## src/rtl/irq_arbiter.sv

```systemverilog
module irq_arbiter #(
  parameter int AW = 16
) (
  input  logic          clk,
  input  logic          rst_n,
  input  logic          trap_in,
  input  logic          s75_in,
  input  logic          lv65_in,
  input  logic          lv55_in,
  input  logic          gen_in,
  input  logic          boundary,
  input  logic          en_cmd,
  input  logic          dis_cmd,
  input  logic          mask_wr,
  input  logic [4:0]    mask_data,
  input  logic [2:0]    rst_num,
  output logic [AW-1:0] rst_vec,
  output logic          irq_req,
  output logic          vec_valid,
  output logic [AW-1:0] vec_addr,
  output logic          gen_ack_n,
  output logic [7:0]    status
);
  localparam logic [AW-1:0] V_TRAP = AW'(16'h0024);
  localparam logic [AW-1:0] V_75   = AW'(16'h003C);
  localparam logic [AW-1:0] V_65   = AW'(16'h0034);
  localparam logic [AW-1:0] V_55   = AW'(16'h002C);

  logic       trap_prev, trap_pend, s75_prev, s75_lat, ie;
  logic [2:0] msk;

  wire trap_rise = trap_in & ~trap_prev;
  wire s75_rise  = s75_in & ~s75_prev;

  wire c_trap = trap_pend & trap_in;
  wire c_75   = ie & ~msk[2] & s75_lat;
  wire c_65   = ie & ~msk[1] & lv65_in;
  wire c_55   = ie & ~msk[0] & lv55_in;
  wire c_gen  = ie & gen_in;

  wire take = boundary & (c_trap | c_75 | c_65 | c_55 | c_gen);

  logic [AW-1:0] pick_vec;
  logic          pick_gen, acc_trap, acc_75;

  always_comb begin
    pick_vec = '0;
    pick_gen = 1'b0;
    acc_trap = 1'b0;
    acc_75   = 1'b0;
    if (c_trap) begin
      pick_vec = V_TRAP;
      acc_trap = take;
    end else if (c_75) begin
      pick_vec = V_75;
      acc_75   = take;
    end else if (c_65) begin
      pick_vec = V_65;
    end else if (c_55) begin
      pick_vec = V_55;
    end else begin
      pick_gen = 1'b1;
    end
  end

  wire acc_mask = take & ~acc_trap;
  wire mw_load  = mask_wr & mask_data[3];
  wire mw_clr75 = mask_wr & mask_data[4];

  always_ff @(posedge clk or negedge rst_n) begin
    if (!rst_n) begin
      trap_prev <= 1'b0;
      trap_pend <= 1'b0;
      s75_prev  <= 1'b0;
      s75_lat   <= 1'b0;
      ie        <= 1'b0;
      msk       <= 3'b111;
      irq_req   <= 1'b0;
      vec_valid <= 1'b0;
      vec_addr  <= '0;
      gen_ack_n <= 1'b1;
    end else begin
      trap_prev <= trap_in;
      s75_prev  <= s75_in;
      if (!trap_in)      trap_pend <= 1'b0;
      else if (trap_rise) trap_pend <= 1'b1;
      else if (acc_trap)  trap_pend <= 1'b0;
      s75_lat <= s75_rise | (s75_lat & ~mw_clr75 & ~acc_75);
      if (mw_load) msk <= mask_data[2:0];
      if (acc_mask || dis_cmd) ie <= 1'b0;
      else if (en_cmd)         ie <= 1'b1;
      irq_req   <= take;
      vec_valid <= take & ~pick_gen;
      vec_addr  <= (take & ~pick_gen) ? pick_vec : '0;
      gen_ack_n <= ~(take & pick_gen);
    end
  end

  assign status  = {1'b0, s75_lat, lv65_in, lv55_in, ie, msk};
  assign rst_vec = AW'({rst_num, 3'b000});
endmodule


```

## config.mk

```make
export PLATFORM = sky130hd
export DESIGN_NAME = irq_arbiter
export DESIGN_NICKNAME = d
export VERILOG_FILES = /design/src/rtl/irq_arbiter.sv
export SDC_FILE = /design/constraint.sdc
export NUM_CORES = 1
export LEC_CHECK = 0
export ABC_CLOCK_PERIOD_IN_PS = 1200
export CAP_MARGIN = 20
export CORE_MARGIN = 3
export CORE_UTILIZATION = 40
export CTS_CLUSTER_DIAMETER = 30
export DETAILED_ROUTE_END_ITERATION = 6
export DONT_BUFFER_PORTS = 1
export PLACE_DENSITY = 0.64
export SYNTH_ARGS = -nofsm -noshare
export SYNTH_HDL_FRONTEND = slang
export SYNTH_SLANG_ARGS = --single-unit
```

## constraint.sdc

```tcl
create_clock -name clk -period 1.2 [get_ports clk]
set_input_delay 0.24 -clock clk [delete_from_list [all_inputs] [get_ports clk]]
set_output_delay 0.24 -clock clk [all_outputs]
set_load 0.01 [all_outputs]
```

==> results by group <==
Hold path
  – End of the worst hold path: gen_ack_n
  – Hold_sp: gen_in
  – Hold depth: 1
  – HP Class: primary input to flip-flop

Floorplanning
  – IO Count: 62
  – Die W: 51.7 µm
  – Core box area: 0.00184 mm²
  – Initial Util: 45.4%
  – Die span in y: 51.7 µm
  – Row count: 15
  – Die Area: 0.00267 mm²

Worst setup path
  – CP delay by family, top: flip-flops
  – Worst R2R Path Depth: 4
  – CP required: 0.96 ns
  – CP peak stage delay: 0.56 ns
  – RR Endpoint: ie
  – Worst Setup Path Type: flip-flop to primary output
  – R2R Setup Slk: -0.08 ns
  – Reg2reg start: msk[2]
  – CP startpoint kind: flip-flop
  – Arrival @ worst endpoint: 1.05 ns
  – CP Capture Type: primary output
  – CP Buf/Inv Count: 2
  – Critical-path cell list: buf_4 -> buf_6
  – Worst-path fanout max: 2
  – Slowest cell on the critical path: dfstp_2

Finish
  – Filler cells: 174
  – Reg area: 355 µm²
  – Area growth from synthesis to layout: 3.89%
  – Share of post-route cells with drive strength above 1: 32.6%
  – Multi-input gate area: 323 µm²
  – Final Non-Filler Cells: 111
  – Nets: 106
  – Antenna cells: 0

Yosys
  – Register area share after synthesis: 42.5%
  – FFs w/ async S/R, synth: 100%
  – Most numerous cell in the Yosys netlist: buf_4
  – Yosys cell types: 21
  – EDFF count, synth: 0
  – Area contributors post-synth: buf_4, dfrtp_1, dfstp_2
  – Largest area contributor in the synthesized netlist: buf_4
  – Synthesized area: 836 µm²
  – FF+latch count, synth: 14
  – Top-area cell type share of the netlist area: 30.5%
  – Gate Count Post-Synth: 79
  – Yosys warning count: 0
  – Synth Flop Type: dfrtp_1
  – Syn_area_per_cell: 10.6 µm²
  – Commonest cells post-synth: buf_4, dfrtp_1, nand2_1, dfstp_2

Outcome
  – Status: complete, but fails checks
  – Failing checks: negative setup slack

CTS
  – Clock root buffer: clkbuf_4
  – H-Tree Depth: 1
  – Clk_lat worst skew: 0.28 ns
  – Clock Path Buffers: 2
  – CTS Sinks: 14
  – Reg clk slew, reported paths: 0.08 ns
  – CTS buffer count: 3
  – TritonCTS clock tree: done

STA
  – Period utilization: 107%
  – Slack of the critical path: -0.0869 ns
  – Max Freq: 0.777 GHz
  – Rel. slew slack: 60.6%
  – RSZ-0062 raised after global routing: yes
  – Minimum clock period: 1.29 ns
  – Setup Skew: 0.00315 ns
  – Final Hold Vio Count: 0
  – Worst slew pin tran: 0.590 ns
  – Final hold slack: 0.0341 ns
  – Final Max Slew Viols: 0
  – Setup TNS: -0.406 ns
  – Final setup vio count: 5

Global route
  – Total GRT Usage: 10.5%
  – Vias in the first global route: 429
  – First-pass GRT wire length: 1.99 mm
  – Total congestion overflow: 0
  – Initial antenna violation count: 0
  – Largest net degree at the start of global routing: 15

Drt
  – WL final: 1.32 mm
  – # DRC: 0
  – DRT iter0 DRCs: 2
  – Via/cell ratio: 4.23
  – Detail Route Antenna Nets: 0
  – Pre-antenna DRT Iters: 4
  – Via count: 469
  – Wirelength per Cell: 11.9 µm

Placed design
  – Placer Congestion: 0.725
  – Placed cells: 99
  – Post-DP HPWL: 1.03 mm
  – Port bufs: 0

Power and ir drop
  – Post-layout power: 1140 µW
  – Pwr dens: 1320 mW/mm²
  – Leak: 0.000424 µW
  – Peak supply drop: 0.000492 V

Job
  – Max_cap viols: 0
## per-stage QoR
step                util (%)  instance area [µm²]  worst slack, ns
finish                  47.2                  868          -0.0869
global route            47.2                  868           -0.130
CTS                     44.7                  822          -0.0794
detailed placement      40.1                  737          -0.0927
global placement        40.1                  737          -0.0281
floorplan                  -                  931          -0.0551
## report_power, final
part	leakage (µW)	switching (µW)	internal (µW)	total [µW]
Sequential	0.000170	42.6	525	567
Combinational	0.000234	123	116	239
Clock	0.0000210	152	185	336
Total	0.000424	317	826	1140
## flip-flops by register name, indices dropped and copies added (netlist names)
| register | count |
|---|---|
| vec_addr | 3 |
| s75_prev | 1 |
| irq_req | 1 |
| vec_valid | 1 |
| trap_pend | 1 |
| trap_prev | 1 |
| gen_ack_n | 1 |
| ie | 1 |
| msk | 3 |
| s75_lat | 1 |
## what timing repair did
item | in CTS | in global routing
hold endpoints to repair | 16 | 1
pin swaps | 2 | 5
hold buffers | 3 | 1
resized for setup | 3 | 6
setup buffers | 2 | 2
endpoints found under the setup margin | 4 | 8
cloned | 0 | 0
## placed cells by master, fill, tap and decap left out, types with 2 or more instances in the layout
cell type      synthesis  final
conb_1                 1     26
mux2_2                 3      3
dfrtp_1               10     10
buf_6                  0      4
o21ai_0                2      2
clkbuf_4               0      3
nand2_1                6      5
a21boi_2               0      2
nor2_1                 2      2
inv_1                  2      2
dfstp_2                4      4
buf_4                 34      4
dlygate4sd3_1          0      4
nor2b_4                2      2
## cells by family (layout without fill, tap and decap cells)
group / Yosys count / after routing / synth area share, %
flip-flops: 14 / 14 / 42.5
other: 1 / 26 / 0.449
buffers and inverters: 36 / 18 / 31.4
AO/OA/AOI/OAI: 9 / 9 / 9.43
multiplexers: 3 / 3 / 4.04
AND/OR/NAND/NOR: 16 / 16 / 12.1
## worst max-delay path by stage
| stage | start | end | slack, ns | cells after the start |
|---|---|---|---|---|
| finish | msk[2] | status[2] | -0.09 | 2 |
| global route | msk[2] | ie | -0.13 | 4 |
| CTS | msk[1] | ie | -0.08 | 4 |
| detailed placement | msk[2] | ie | -0.09 | 4 |
| global placement | msk[2] | irq_req | -0.03 | 4 |
| floorplan | msk[2] | irq_req | -0.06 | 4 |
## layout make-up
cell class / count / share of cell area (%)
multi-input cells: 54 / 37.2
inverters: 2 / 0.865
well taps: 25 / 3.60
flip-flops and latches: 14 / 40.9
clock buffers: 4 / 4.18
repair buffers: 12 / 13.3
## per-layer routing
| layer | wire, µm | global-route usage [%] |
|---|---|---|
| met1 | 385 | 9.69 |
| met2 | 667 | 17.4 |
| met3 | 220 | 5.44 |
| met4 | 41 | 7.86 |
| met5 | 0 | 0 |
(Power assumes the default switching activity.)
